## src/rtl/xsplit_pkg.sv

```systemverilog
package xsplit_pkg;

  typedef enum logic [1:0] {
    ST_IDLE = 2'd0,
    ST_LOOK = 2'd1,
    ST_LOAD = 2'd2,
    ST_SEND = 2'd3
  } st_e;

  // Legal byte counts: fine grain 8..64 step 8, coarse grain 32..256 step 32.
  function automatic logic size_ok(input int unsigned n);
    logic fine;
    logic coarse;
    fine   = (n >= 8)  && (n <= 64)  && ((n % 8)  == 0);
    coarse = (n >= 32) && (n <= 256) && ((n % 32) == 0);
    return fine || coarse;
  endfunction

endpackage

```

## src/rtl/xsplit_req_check.sv

```systemverilog
module xsplit_req_check
  import xsplit_pkg::*;
#(
  parameter int LEN_W = 9
) (
  input  logic [2:0]       addr_lo,
  input  logic [LEN_W-1:0] len,
  output logic             legal
);

  always_comb begin
    legal = size_ok(32'(len)) && (addr_lo == 3'b000);
  end

endmodule

```

## src/rtl/xsplit_page_split.sv

```systemverilog
module xsplit_page_split #(
  parameter int ADDR_W = 32,
  parameter int PAGE_W = 12,
  parameter int LEN_W  = 9
) (
  input  logic [ADDR_W-1:0] base_addr,
  input  logic [LEN_W-1:0]  total_len,
  input  logic              part,
  output logic [ADDR_W-1:0] cur_addr,
  output logic [LEN_W-1:0]  cur_len,
  output logic              two_part
);

  localparam int VPN_W = ADDR_W - PAGE_W;
  localparam int RW    = PAGE_W + 1;

  logic [RW-1:0]    room;
  logic [RW-1:0]    len_x;
  logic [VPN_W-1:0] next_vpn;

  always_comb begin
    room     = RW'(1 << PAGE_W) - {1'b0, base_addr[PAGE_W-1:0]};
    len_x    = RW'(total_len);
    two_part = len_x > room;
    next_vpn = base_addr[ADDR_W-1:PAGE_W] + VPN_W'(1);
    if (!part) begin
      cur_addr = base_addr;
      cur_len  = two_part ? LEN_W'(room) : total_len;
    end else begin
      cur_addr = {next_vpn, {PAGE_W{1'b0}}};
      cur_len  = LEN_W'(len_x - room);
    end
  end

endmodule

```

## src/rtl/xsplit_xlate.sv

```systemverilog
module xsplit_xlate #(
  parameter int          ADDR_W     = 32,
  parameter int          PAGE_W     = 12,
  parameter int          TBL_DEPTH  = 16,
  parameter int unsigned WIN_PAGE   = 32'h10000,
  parameter logic        BYPASS_COH = 1'b1,
  localparam int         VPN_W      = ADDR_W - PAGE_W,
  localparam int         IDX_W      = $clog2(TBL_DEPTH)
) (
  input  logic [ADDR_W-1:0] cur_addr,
  input  logic [VPN_W-1:0]  lk_page,
  input  logic              lk_coh,
  output logic              in_win,
  output logic [IDX_W-1:0]  idx,
  output logic [ADDR_W-1:0] phys_addr,
  output logic              coh
);

  logic [VPN_W-1:0] rel;

  always_comb begin
    rel    = cur_addr[ADDR_W-1:PAGE_W] - VPN_W'(WIN_PAGE);
    in_win = rel < VPN_W'(TBL_DEPTH);
    idx    = rel[IDX_W-1:0];
    if (in_win) begin
      phys_addr = {lk_page, cur_addr[PAGE_W-1:0]};
      coh       = lk_coh;
    end else begin
      phys_addr = cur_addr;
      coh       = BYPASS_COH;
    end
  end

endmodule

```

## src/rtl/xlat_splitter.sv

```systemverilog
module xlat_splitter
  import xsplit_pkg::*;
#(
  parameter int          ADDR_W     = 32,
  parameter int          PAGE_W     = 12,
  parameter int          LEN_W      = 9,
  parameter int          TBL_DEPTH  = 16,
  parameter int unsigned WIN_PAGE   = 32'h10000,
  parameter logic        BYPASS_COH = 1'b1,
  localparam int         VPN_W      = ADDR_W - PAGE_W,
  localparam int         IDX_W      = $clog2(TBL_DEPTH)
) (
  input  logic              clk,
  input  logic              rst_n,
  input  logic              req_valid,
  output logic              req_ready,
  input  logic [ADDR_W-1:0] req_addr,
  input  logic [LEN_W-1:0]  req_len,
  input  logic              req_write,
  output logic              sub_valid,
  input  logic              sub_ready,
  output logic [ADDR_W-1:0] sub_addr,
  output logic [LEN_W-1:0]  sub_len,
  output logic              sub_write,
  output logic              sub_coh,
  output logic              sub_last,
  output logic              err_illegal,
  output logic              lk_req,
  output logic [IDX_W-1:0]  lk_idx,
  input  logic [VPN_W-1:0]  lk_page,
  input  logic              lk_coh
);

  // State and captured request
  st_e               state_q, state_d;
  logic              part_q, part_d;
  logic [ADDR_W-1:0] addr_q;
  logic [LEN_W-1:0]  len_q;
  logic              wr_q;
  logic              err_q, err_d;

  // Sub-request output registers
  logic              sv_q, sv_d;
  logic [ADDR_W-1:0] sa_q;
  logic [LEN_W-1:0]  sl_q;
  logic              sc_q;
  logic              slast_q;

  // Enables
  logic req_en;
  logic sub_en;

  // Datapath nets
  logic              legal;
  logic [ADDR_W-1:0] cur_addr;
  logic [LEN_W-1:0]  cur_len;
  logic              two_part;
  logic              in_win;
  logic [IDX_W-1:0]  idx;
  logic [ADDR_W-1:0] phys_addr;
  logic              phys_coh;

  xsplit_req_check #(.LEN_W(LEN_W)) u_check (
    .addr_lo (req_addr[2:0]),
    .len     (req_len),
    .legal   (legal)
  );

  xsplit_page_split #(
    .ADDR_W (ADDR_W),
    .PAGE_W (PAGE_W),
    .LEN_W  (LEN_W)
  ) u_split (
    .base_addr (addr_q),
    .total_len (len_q),
    .part      (part_q),
    .cur_addr  (cur_addr),
    .cur_len   (cur_len),
    .two_part  (two_part)
  );

  xsplit_xlate #(
    .ADDR_W     (ADDR_W),
    .PAGE_W     (PAGE_W),
    .TBL_DEPTH  (TBL_DEPTH),
    .WIN_PAGE   (WIN_PAGE),
    .BYPASS_COH (BYPASS_COH)
  ) u_xlate (
    .cur_addr  (cur_addr),
    .lk_page   (lk_page),
    .lk_coh    (lk_coh),
    .in_win    (in_win),
    .idx       (idx),
    .phys_addr (phys_addr),
    .coh       (phys_coh)
  );

  // Next-state logic
  always_comb begin
    state_d = state_q;
    part_d  = part_q;
    err_d   = 1'b0;
    sv_d    = sv_q;
    req_en  = 1'b0;
    sub_en  = 1'b0;
    unique case (state_q)
      ST_IDLE: begin
        if (req_valid) begin
          if (legal) begin
            req_en  = 1'b1;
            part_d  = 1'b0;
            state_d = ST_LOOK;
          end else begin
            err_d = 1'b1;
          end
        end
      end
      ST_LOOK: state_d = ST_LOAD;
      ST_LOAD: begin
        sub_en  = 1'b1;
        sv_d    = 1'b1;
        state_d = ST_SEND;
      end
      ST_SEND: begin
        if (sub_ready) begin
          sv_d = 1'b0;
          if (slast_q) begin
            state_d = ST_IDLE;
          end else begin
            part_d  = 1'b1;
            state_d = ST_LOOK;
          end
        end
      end
      default: state_d = ST_IDLE;
    endcase
  end

  // Control registers
  always_ff @(posedge clk or negedge rst_n) begin
    if (!rst_n) begin
      state_q <= ST_IDLE;
      part_q  <= 1'b0;
      err_q   <= 1'b0;
      sv_q    <= 1'b0;
    end else begin
      state_q <= state_d;
      part_q  <= part_d;
      err_q   <= err_d;
      sv_q    <= sv_d;
    end
  end

  // Request capture registers
  always_ff @(posedge clk or negedge rst_n) begin
    if (!rst_n) begin
      addr_q <= '0;
      len_q  <= '0;
      wr_q   <= 1'b0;
    end else if (req_en) begin
      addr_q <= req_addr;
      len_q  <= req_len;
      wr_q   <= req_write;
    end
  end

  // Sub-request payload registers
  always_ff @(posedge clk or negedge rst_n) begin
    if (!rst_n) begin
      sa_q    <= '0;
      sl_q    <= '0;
      sc_q    <= 1'b0;
      slast_q <= 1'b0;
    end else if (sub_en) begin
      sa_q    <= phys_addr;
      sl_q    <= cur_len;
      sc_q    <= phys_coh;
      slast_q <= part_q || !two_part;
    end
  end

  assign req_ready   = (state_q == ST_IDLE);
  assign lk_req      = (state_q == ST_LOOK) && in_win;
  assign lk_idx      = idx;
  assign sub_valid   = sv_q;
  assign sub_addr    = sa_q;
  assign sub_len     = sl_q;
  assign sub_write   = wr_q;
  assign sub_coh     = sc_q;
  assign sub_last    = slast_q;
  assign err_illegal = err_q;

endmodule

```

## config.mk

```make
export PLATFORM = sky130hd
export DESIGN_NAME = xlat_splitter
export DESIGN_NICKNAME = d
export VERILOG_FILES = /design/src/rtl/xsplit_pkg.sv /design/src/rtl/xsplit_req_check.sv /design/src/rtl/xsplit_page_split.sv /design/src/rtl/xsplit_xlate.sv /design/src/rtl/xlat_splitter.sv
export SDC_FILE = /design/constraint.sdc
export NUM_CORES = 1
export LEC_CHECK = 0
export BUFFER_PORTS_ARGS = -buffer_cell sky130_fd_sc_hd__buf_2
export CAP_MARGIN = 20
export CORE_UTILIZATION = 30
export DETAILED_ROUTE_END_ITERATION = 12
export PLACE_DENSITY_LB_ADDON = 0.1
export SLEW_MARGIN = 20
export SYNTH_ARGS = -nofsm -noshare
export SYNTH_HDL_FRONTEND = slang
export SYNTH_SLANG_ARGS = --single-unit
```

## constraint.sdc

```tcl
create_clock -name clk -period 3.6 [get_ports clk]
set_clock_uncertainty 0.05 [all_clocks]
set_input_delay 0.36 -clock clk [delete_from_list [all_inputs] [get_ports clk]]
set_output_delay 0.36 -clock clk [all_outputs]
set_load 0.05 [all_outputs]
```

==> summary.txt, run 1 <==
Timing
  • Slew margin rel.: 0.490
  • Final number of max-transition violations: 0
  • Worst-Margin Slew: 0.765 ns
  • Setup_tns: 0 ns
  • Unrepaired setup endpoints after global routing: false
  • WHS: -0.0281 ns
  • Max Fclk: 0.300 GHz
  • Hold Violations, Final: 14
  • Setup-failing EPs final: 0
  • Final period utilization: 0.927
  • Fin crit period: 3.34 ns

Worst setup path
  • Top Family by Delay on Critical Path: simple AND/OR/NAND/NOR gates
  • Critical Path AT: 2.93 ns
  • Worst setup SP type: register
  • Critical path data required time: 3.19 ns
  • CP max stage cell: nor4_1
  • Critical path peak fanout: 6
  • Critical path buffers and inverters: 1
  • Largest stage delay, worst path: 0.48 ns
  • Kind of critical path: reg2out
  • CP endpoint kind: output pin
  • Cell Chain, Critical Path: ha_1 > nand4_1 > nor4_1 > mux2_2 > and3_1 > nand3_1 > nor2_1 > and4b_1 > buf_2

Route
  • Vias post-DR: 4,167
  • Number of detailed-route iterations in the first pass: 4
  • WL/cell: 16.6 um
  • DRT Wirelength: 13,900 um
  • Antenna-violating nets left: 0
  • Initial detailed-routing violation count: 146
  • Vias per inst: 4.97
  • DRC violations left: 0

Clock network
  • CTS Root Cell: clkbuf_16
  • H-tree depth: 3
  • Hold-fix buffers at CTS: 0
  • Reg clk slew, reported paths: 0.07 ns
  • CTS sink count: 90
  • TritonCTS clock tree: done
  • Inserted Clock Buffers: 9
  • Worst-case clock buffer depth: 2
  • Clock latency at the later pin of the worst-skew pair: 0.36 ns

Global route
  • Initial antenna violation count: 0
  • Grt ovf: 0
  • Number of global-route vias before repair: 4,215
  • First-pass GRT wire length: 22,700 um
  • GR Util All Layers: 0.167
  • Pin count of the biggest net entering global routing: 91

Outcome
  • Outcome: complete, but fails checks
  • Failing checks: hold timing

Finish
  • Final nets: 697
  • Seq. cell area: 2250 um2
  • Antenna Cells: 0
  • Area used by multi-input combinational logic: 2560 um2
  • Layout cells sized above 1: 0.333
  • Final instance area: 6140 um2
  • P&R area growth vs syn: 20.1%
  • Fill count: 1,754

Synth
  • Sequential area share after synthesis: 0.441
  • Yosys cell types: 62
  • Yosys reg bits: 90
  • Synth area leader: dfrtp_1
  • Warnings, synthesis: 0
  • Synth Flop Type: dfrtp_1
  • Syn_area_per_cell: 10.0 um2
  • Cell count after synthesis: 510
  • Number of synthesized flops with an enable pin: 0
  • Asr flop ratio synth: 1.00
  • Mapped cell area: 5110 um2
  • Synth top area share: 0.441
  • Top cells by area, synth: dfrtp_1 (44%), mux2_2 (8.6%), ha_1 (3.7%)
  • Post-synth net total: 593

Floorplanning
  • Die area: 17,600 um2
  • Core Rows: 47
  • Die Span Y: 133 um
  • Core area: 16,600 um2
  • Die width: 133 um
  • IO Pins: 119
  • Initial core utilization: 0.308

Power
  • Pwr Density: 638 nW/um2
  • Total power: 3920 uW
  • LEAKAGE: 0.00296 uW
  • Maximum vdd ir drop: 0.000264 V

Place
  • Placer Congestion: 0.847
  • Post-DP HPWL: 10,200 um
  • IO buf count: 118
  • DP Area: 5850 um2

Worst hold path
  • Hold WC Path Type: in2async

Run
  • Max Cap Violations: 0
report_power, final:
| part | leakage (uW) | internal (uW) | switching, uW |
|---|---|---|---|
| Clock | 0.000140 | 483 | 451 |
| Combinational | 0.00167 | 409 | 1210 |
| Sequential | 0.00115 | 1220 | 144 |
placed cells by master (no fill, tap or decap), types with 4 or more instances in the layout:
cell type	instances
mux2_2	39
o221ai_1	4
nor3_1	11
a21o_1	4
buf_4	7
xor2_1	14
nand4_1	8
nor4_1	4
mux2i_1	4
a31o_2	10
o211ai_1	4
a211oi_1	8
inv_1	24
nand2_1	48
o21ai_0	19
and3_1	5
dfrtp_1	90
nor2_1	41
nand3_1	14
buf_2	117
o31ai_1	7
a21oi_1	14
a31oi_1	16
xnor2_1	14
nor2b_1	13
ha_1	14
clkbuf_16	9
final cells by class:
cell class / instances / area share
Clock inverter: 7 / 0.00999
Inverter: 24 / 0.0147
Multi-Input combinational cell: 363 / 0.417
Sequential cell: 90 / 0.367
Tap cell: 220 / 0.0448
Clock buffer: 9 / 0.0367
Timing Repair Buffer: 126 / 0.110
sequential cells by signal, indices dropped and copies added (netlist names):
register,cells
part_q,1
sub_write,1
sub_len,9
err_illegal,1
sub_addr,32
len_q,9
state_q,2
sub_coh,1
addr_q,32
sub_valid,1
sub_last,1
synth_stat cells (3+ instances only):
cell       number
o21ai_0        19
or4_1           3
or3_1           3
buf_2           3
o2bb2ai_1       3
xnor2_1        14
ha_1           15
nor4_1          5
clkbuf_1       12
a21o_1          4
o31ai_1         7
a211oi_1        8
a41oi_1         3
inv_1          24
buf_4           9
o211ai_1        4
mux2i_1         4
dfrtp_1        90
nor2b_1        13
nor2_1         41
nand4_1         8
mux2_2         39
nand3_1        14
o221ai_1        4
and3_1          6
a31o_2         10
a31oi_1        16
a21oi_1        14
nand2_1        48
xor2_1         14
nor3_1         11
logic make-up (layout without fill, tap and decap cells):
kind of cell / Yosys count / in the layout / synth area share
muxes: 43 / 43 / 0.0937
adders and majority gates: 16 / 16 / 0.0406
buffers and inverters: 57 / 166 / 0.0612
xor gates and xnor gates: 28 / 28 / 0.0480
DFF: 90 / 90 / 0.441
and+or+nand+nor: 170 / 170 / 0.173
AOI/OAI and AO/OA: 106 / 106 / 0.143
routing by layer:
layer | GRT usage | wire, um
met1 | 0.217 | 6350
met2 | 0.278 | 6880
met3 | 0.0249 | 446
met4 | 0.0702 | 260
met5 | 0 | 0
final timing paths:
kind                               from          end  slack, ns  depth (start not counted)
max                          addr_q[12]       lk_req       0.26                          9
min                               rst_n     len_q[5]      -0.03                          2
max reg2reg                   addr_q[4]   sub_len[7]       0.42                         11
min reg2reg                  sub_len[1]   sub_len[1]       0.44                          1
max in group asynchronous         rst_n  err_illegal       3.08                          2
min in group clk           req_addr[22]   addr_q[22]       0.17                          3
worst reg2reg max path, cell delays in order, from the launching register on:
cell and delay (ns):
dfrtp_1 0.44, nor4_2 0.35, nand2_1 0.13, xnor2_1 0.26, ha_1 0.36, a21o_1 0.22
a211o_1 0.28, o211ai_1 0.32, buf_4 0.25, nor2_1 0.06, a211oi_1 0.23, o31ai_1 0.10
what timing repair did:
| action | CTS | global route |
|---|---|---|
| setup buffers | 0 | 0 |
| endpoints found under the setup margin | 0 | 7 |
| gates resized for setup | 0 | 1 |
stage by stage:
| step | hold WS (ns) | std cells | setup slack [ns] | util |
|---|---|---|---|---|
| after floorplan | 0.0144 | 510 | 0.475 | - |
| after global placement | 0.408 | 823 | 0.387 | 0.353 |
| after detailed placement | 0.407 | 823 | 0.308 | 0.353 |
| after CTS | 0.0271 | 839 | 0.219 | 0.370 |
| after global routing | 0.0477 | 839 | 0.00156 | 0.370 |
| final | -0.0281 | 839 | 0.262 | 0.370 |
Power figures use the tool's default switching activity.
==> run 2: changes to the inputs <==
--- a/config.mk
+++ b/config.mk
@@ -9,7 +9,7 @@
 export CAP_MARGIN = 20
 export CORE_UTILIZATION = 30
 export DETAILED_ROUTE_END_ITERATION = 12
-export PLACE_DENSITY_LB_ADDON = 0.1
+export PLACE_DENSITY_LB_ADDON = 0.2
 export SLEW_MARGIN = 20
 export SYNTH_ARGS = -nofsm -noshare
 export SYNTH_HDL_FRONTEND = slang
==> run 2 against run 1 <==
The run now ends clean. Via count rose by 0.17%. Critical path depth did not move. Global-route usage fell by 0.28 points. Sequential power barely moved. Maximum frequency fell by 0.53%. First-iteration DRC count rose by 10%. Design area rose by 0.53%. Count of clock-buffer cells in the layout rose by 1. Worst setup slack got worse by 0.018 ns. Critical path type unchanged. Highest routed layer unchanged.
==> summary.txt, run 2 (synthesized netlist as in run 1, its figures left out) <==
Timing
  • WHS: 0.174 ns (+0.202 ns)
  • Worst-Margin Slew: 0.586 ns (-0.179 ns)
  • Hold Violations, Final: 0 (-14)
  • Final number of max-transition violations: 0 (unchanged)
  • Setup-failing EPs final: 0 (unchanged)
  • Unrepaired setup endpoints after global routing: false
  • Final period utilization: 0.932 (+0.00493)
  • Slew margin rel.: 0.609 (+0.119)
  • Setup_tns: 0 ns (unchanged)
  • Max Fclk: 0.298 GHz (-0.53%)
  • Fin crit period: 3.36 ns (+0.0178 ns)

Global route
  • Pin count of the biggest net entering global routing: 61 (-33%)
  • First-pass GRT wire length: 22,400 um (-1.2%)
  • Initial antenna violation count: 0 (unchanged)
  • GR Util All Layers: 0.164 (-0.00284)
  • Grt ovf: 0 (unchanged)
  • Number of global-route vias before repair: 4,164 (-1.2%)

Floorplanning
  • Die Span Y: 133 um (unchanged)
  • Die width: 133 um (unchanged)
  • Core area: 16,600 um2 (unchanged)
  • Core Rows: 47 (unchanged)
  • IO Pins: 119 (unchanged)
  • Die area: 17,600 um2 (unchanged)
  • Initial core utilization: 0.308 (unchanged)

Route
  • WL/cell: 16.4 um (-1.5%)
  • Number of detailed-route iterations in the first pass: 4 (unchanged)
  • DRT Wirelength: 13,700 um (-1.4%)
  • Vias per inst: 4.97 (about the same)
  • Initial detailed-routing violation count: 161 (+10%)
  • DRC violations left: 0 (unchanged)
  • Vias post-DR: 4,174 (+0.17%)
  • Antenna-violating nets left: 0 (unchanged)

Finish
  • Area used by multi-input combinational logic: 2550 um2 (-0.24%)
  • Commonest non-fill, non-tap cells in the layout: buf_2 (117), dfrtp_1 (90), nand2_1 (48)
  • Seq. cell area: 2250 um2 (unchanged)
  • Antenna Cells: 0 (unchanged)
  • Non-Filler Instances: 840 (+0.12%)
  • Final nets: 698 (+0.14%)
  • Layout cells sized above 1: 0.331 (-0.00215)
  • Commonest non-fill, non-tap cell in the layout: buf_2
  • P&R area growth vs syn: 20.7%
  • Fill count: 1,691 (-3.6%)

Power
  • LEAKAGE: 0.00297 uW (+0.42%)
  • Maximum vdd ir drop: 0.000305 V (+16%)
  • Pwr Density: 651 nW/um2 (+2.0%)

Place
  • Placer Congestion: 0.839 (-0.97%)
  • Placed insts: 823 (unchanged)
  • Post-DP HPWL: 10,400 um (+2.1%)
  • IO buf count: 118 (unchanged)

Worst setup path
  • Critical Path AT: 2.95 ns (+0.02 ns)
  • Critical path data required time: 3.19 ns (about the same)
  • Worst setup SP type: register
  • CP endpoint kind: output pin
  • R2R depth: 11 (unchanged)
  • Kind of critical path: reg2out
  • Critical path peak fanout: 6 (unchanged)

Outcome
  • Outcome: finished, final reports clean

Clock network
  • Inserted Clock Buffers: 9 (unchanged)
  • H-tree depth: 3 (unchanged)
  • Reg clk slew, reported paths: 0.06 ns (about the same)
  • TritonCTS clock tree: done
  • Clock latency at the later pin of the worst-skew pair: 0.35 ns (about the same)
  • CTS Root Cell: clkbuf_16
  • Worst-case clock buffer depth: 2 (unchanged)
  • Post-CTS resize count: 0 (unchanged)
  • CTS sink count: 90 (unchanged)

Worst hold path
  • Hold WC Path Type: in2reg
  • Hold depth: 3

Run
  • Max Cap Violations: 0 (unchanged)
run 2: changes by cell type in the layout (fill, tap and decap cells not counted):
cell	previous run	this run
buf_4	7	8
nor4_2	1	0
clkinvlp_4	1	2
bufinv_16	0	2
inv_6	2	1
clkbuf_8	0	1
inv_8	2	0
dlygate4sd3_1	0	1
clkinv_4	1	0
nor4_1	4	5
buf_12	2	1
run 2: area by class of cell:
cell class | instances | share of cell area
Inverter | 24 | 0.0146
Timing Repair Buffer | 127 | 0.109
Clock inverter | 6 | 0.0144
Sequential cell | 90 | 0.365
Multi-Input combinational cell | 363 | 0.413
Tap cell | 220 | 0.0446
Clock buffer | 10 | 0.0387
run 2: path summary, 6_finish.rpt:
path	start	end	slack, ns
worst min register to register	sub_addr[1]	sub_addr[1]	0.43
min in group asynchronous	rst_n	len_q[8]	0.42
worst max-delay path	addr_q[12]	lk_req	0.24
max in group asynchronous	rst_n	addr_q[30]	2.30
worst min-delay path	req_addr[15]	addr_q[15]	0.17
worst max register to register	addr_q[5]	sub_len[7]	0.35
run 2: repair_timing:
action | in CTS | in global routing
hold endpoints to repair | 27 | 0
buffers inserted | 0 | 0
hold buffers | 1 | 0
run 2: worst max-delay path, stage by stage (launching register included):
cell and delay, ns:
dfrtp_1 0.42, ha_1 0.23, nand4_1 0.28, nor4_1 0.49
mux2_2 0.27, and3_1 0.19, nand3_1 0.09, nor2_1 0.11
and4b_1 0.24, buf_2 0.28
run 2: per-layer routing:
layer | track usage | wire [um] | vias up
met2 | 0.296 | 7080 | 88
li1 | - | - | 2046
met5 | 0 | 0 | -
met1 | 0.189 | 5820 | 2022
met3 | 0.0433 | 565 | 18
met4 | 0.0517 | 276 | 0
run 2: power by group:
| part | internal, uW | total [uW] | switching [uW] |
|---|---|---|---|
| Sequential | 1220 | 1360 | 140 |
| Combinational | 412 | 1630 | 1210 |
| Clock | 628 | 1030 | 402 |
| Total | 2260 | 4020 | 1750 |
run 2: stage by stage:
| step | util | worst slack [ns] | power [uW] | instance area (um2) |
|---|---|---|---|---|
| floorplan | - | 0.475 | 2620 | 5110 |
| global route | 0.372 | 0.0241 | 4270 | 6170 |
| detailed placement | 0.352 | 0.368 | 3030 | 5830 |
| finish | 0.372 | 0.244 | 4020 | 6170 |
| global placement | 0.352 | 0.392 | 3010 | 5830 |
| CTS | 0.372 | 0.258 | 4100 | 6170 |
==> run 3: changes to the inputs <==
--- a/config.mk
+++ b/config.mk
@@ -13,4 +13,5 @@
 export SLEW_MARGIN = 20
 export SYNTH_ARGS = -nofsm -noshare
 export SYNTH_HDL_FRONTEND = slang
+export SYNTH_HIERARCHICAL = 1
 export SYNTH_SLANG_ARGS = --single-unit
==> run 3 against run 2 <==
The run now ends with setup timing left. Total power decreased by 5.6%. Maximum frequency decreased by 7.6%. Combinational power barely moved. Clock power decreased by 12%. Hold slack lost 0.14 ns. Synthesized cell count fell by 5.7%. Sequential share of layout area decreased by 3.2 points. Area after synthesis grew 8.5%. Design area grew 9.7%. Die area grew 8.3%. Sequential cell count unchanged. Critical path depth up 5. Highest routed layer unchanged.
==> summary.txt, run 3 <==
Synth
  • Number of synthesized flops with an enable pin: 0 (unchanged)
  • Yosys reg bits: 90 (unchanged)
  • Yosys cell types: 70 (+13%)
  • Warnings, synthesis: 6 (+6)
  • Synth area leader: dfrtp_1
  • Commonest cells in the netlist: dfrtp_1 (90), mux2_2 (47), mux2_4 (40), nand2_1 (24)
  • Mapped cell area: 5550 um2 (+8.5%)
  • Count leader, synth: dfrtp_1
  • Cell count after synthesis: 481 (-5.7%)
  • Top cells by area, synth: dfrtp_1 (41%), mux2_4 (11%), mux2_2 (9.5%)
  • Asr flop ratio synth: 1.00 (unchanged)
  • Sequential area share after synthesis: 0.406 (-0.0344)
  • Syn_area_per_cell: 11.5 um2 (+15%)
  • Synth top area share: 0.406 (-0.0344)
  • Post-synth net total: 563 (-5.1%)
  • Synth Flop Type: dfrtp_1

Finish
  • Fill count: 1,821 (+7.7%)
  • Commonest non-fill, non-tap cell in the layout: buf_2
  • P&R area growth vs syn: 22.1%
  • Layout cells sized above 1: 0.468 (+0.138)
  • Final nets: 679 (-2.7%)
  • Commonest non-fill, non-tap cells in the layout: buf_2 (116), dfrtp_1 (90), mux2_2 (46)
  • Non-Filler Instances: 831 (-1.1%)
  • Antenna Cells: 0 (unchanged)

Place
  • Placed insts: 813 (-1.2%)
  • IO buf count: 118 (unchanged)
  • DP Worst Slack: -0.0844 ns (-0.453 ns)
  • Post-DP HPWL: 10,500 um (+0.50%)
  • Placer Congestion: 0.807 (-3.8%)

Timing
  • Unrepaired setup endpoints after global routing: true
  • Hold Violations, Final: 0 (unchanged)
  • Final number of max-transition violations: 0 (unchanged)
  • Slew margin rel.: 0.483 (-0.126)
  • Fin crit period: 3.63 ns (+0.277 ns)
  • Setup-failing EPs final: 1 (+1)
  • Max Fclk: 0.275 GHz (-7.6%)
  • Setup_tns: -0.0336 ns (-0.0336 ns)
  • Final period utilization: 1.01 (+0.0771)
  • Worst-Margin Slew: 0.776 ns (+0.190 ns)
  • Final worst setup slack: -0.0336 ns (-0.277 ns)
  • WHS: 0.0372 ns (-0.137 ns)

Global route
  • Pin count of the biggest net entering global routing: 58 (-4.9%)
  • Number of global-route vias before repair: 4,008 (-3.7%)
  • Grt ovf: 0 (unchanged)
  • Initial antenna violation count: 0 (unchanged)
  • GR Util All Layers: 0.152 (-0.0128)
  • First-pass GRT wire length: 21,900 um (-2.3%)

Worst setup path
  • Kind of critical path: reg2reg
  • Crit-path most repeated cell: maj3_2
  • Cell Chain, Critical Path: inv_2 > ha_4 > or3b_4 > xnor2_4 > ha_4 > a2111oi_4 > a311oi_2 > o31a_1 > maj3_2 > maj3_2 > maj3_2 > xor2_1 > a211o_1 > mux2_4
  • Critical path data required time: 3.78 ns (+0.59 ns)
  • Largest stage delay, worst path: 0.40 ns (-0.09 ns)
  • Critical path buffers and inverters: 1 (unchanged)
  • Critical Path AT: 3.82 ns (+0.87 ns)
  • Critical path peak fanout: 5 (-1)
  • Top Family by Delay on Critical Path: adder cells
  • CP endpoint kind: register
  • Worst setup SP type: register
  • CP max stage cell: or3b_4

Floorplanning
  • Die area: 19,000 um2 (+8.3%)
  • Core area: 18,000 um2 (+8.7%)
  • IO Pins: 119 (unchanged)
  • Initial core utilization: 0.308 (-0.000635)
  • Die Span Y: 138 um (+4.1%)
  • Die width: 138 um (+4.1%)
  • Core Rows: 49 (+4.3%)

Clock network
  • H-tree depth: 3 (unchanged)
  • Clock latency at the later pin of the worst-skew pair: 0.35 ns (about the same)
  • TritonCTS clock tree: done
  • CTS sink count: 90 (unchanged)
  • Reg clk slew, reported paths: 0.07 ns (about the same)
  • Worst-case clock buffer depth: 2 (unchanged)
  • Inserted Clock Buffers: 9 (unchanged)
  • CTS Root Cell: clkbuf_16

Route
  • Number of detailed-route iterations in the first pass: 4 (unchanged)
  • Antenna-violating nets left: 0 (unchanged)
  • Initial detailed-routing violation count: 160 (-0.62%)
  • WL/cell: 17.0 um (+3.6%)
  • Vias post-DR: 4,069 (-2.5%)
  • DRC violations left: 0 (unchanged)
  • DRT Wirelength: 14,100 um (+2.5%)
  • Vias per inst: 4.90 (-1.5%)

Power
  • Pint: 2270 uW (+0.21%)
  • Maximum vdd ir drop: 0.000377 V (+24%)
  • LEAKAGE: 0.00350 uW (+18%)
  • Net Switching: 1520 uW (-13%)
  • Net Sw Frac: 0.402 (-0.0347)
  • Sequential cell fraction of total power: 0.324 (-0.016)
  • Clock Power Share: 0.239 (-0.017)
  • Pwr Density: 560 nW/um2 (-14%)
  • Comb pwr share: 0.437 (+0.033)

Outcome
  • Outcome: complete, but fails checks
  • Failing checks: setup timing

Run
  • Max Cap Violations: 0 (unchanged)

Worst hold path
  • Hold WC Path Type: in2async
-- run 3: changes by cell type after synthesis, moves of 10 or more --
cell and change:
mux2_4 +40, nand2_1 -24, nor2_1 -18, a31oi_1 -15, o21ai_0 -13, a21o_1 +10
a31o_2 -10
-- run 3: area by class of cell --
class                      instances  area [um2]  share of cell area
clock inverter                     6        42.5             0.00628
timing repair buffer             141         781               0.115
tap                              229         287              0.0423
multi-input combinational        338        3110               0.459
sequential                        90        2250               0.333
clock buffer                      10         239              0.0353
inverter                          17        63.8             0.00942
-- run 3: worst paths after layout --
path | startpoint | end | slack, ns | cells after the start
hold / removal | rst_n | sub_addr[21] | 0.04 | 1
hold reg to reg | sub_valid | sub_valid | 0.45 | 2
min in group clk | req_addr[28] | addr_q[28] | 0.19 | 2
max in group asynchronous | rst_n | addr_q[4] | 2.68 | 2
setup reg to reg | addr_q[0] | sub_len[8] | -0.03 | 14
setup / recovery | addr_q[0] | sub_len[8] | -0.03 | 14
-- run 3: layer usage --
metal / GRT usage / share of wire
met5: 0 / 0
met4: 0.0568 / 0.017
met3: 0.0238 / 0.047
met2: 0.224 / 0.44
met1: 0.220 / 0.50
-- run 3: power by group through the flow --
stage | sequential, uW | clock, uW | combinational, uW
finish | 1230 | 905 | 1660
global route | 1250 | 975 | 1800
floorplan | 1560 | 0 | 927
detailed placement | 1250 | 0 | 1640
global placement | 1250 | 0 | 1630
CTS | 1230 | 937 | 1650
-- run 3: timing repair --
| item | 4_1_cts | 5_1_grt |
|---|---|---|
| buffers inserted | 0 | 2 |
| endpoints found under the setup margin | 2 | 8 |
| pin swaps | 1 | 2 |
| hold buffers | 0 | 0 |
| resized for setup | 5 | 16 |
-- run 3: per-stage QoR --
| step | cell area (um2) | total power (uW) | utilization |
|---|---|---|---|
| 2_1_floorplan | 5560 | 2480 | - |
| 3_3_place_gp | 6360 | 2870 | 0.353 |
| 3_5_place_dp | 6360 | 2890 | 0.353 |
| 4_1_cts | 6680 | 3830 | 0.371 |
| 5_1_grt | 6770 | 4020 | 0.376 |
| 6_report | 6770 | 3790 | 0.376 |
-- run 3: cells by family after synthesis --
logic type / synth area share
and+or+nand+nor: 0.136
muxes: 0.225
DFF: 0.406
AOI/OAI and AO/OA: 0.0824
buffers and inverters: 0.0569
xor gates and xnor gates: 0.0490
adders and majority gates: 0.0451
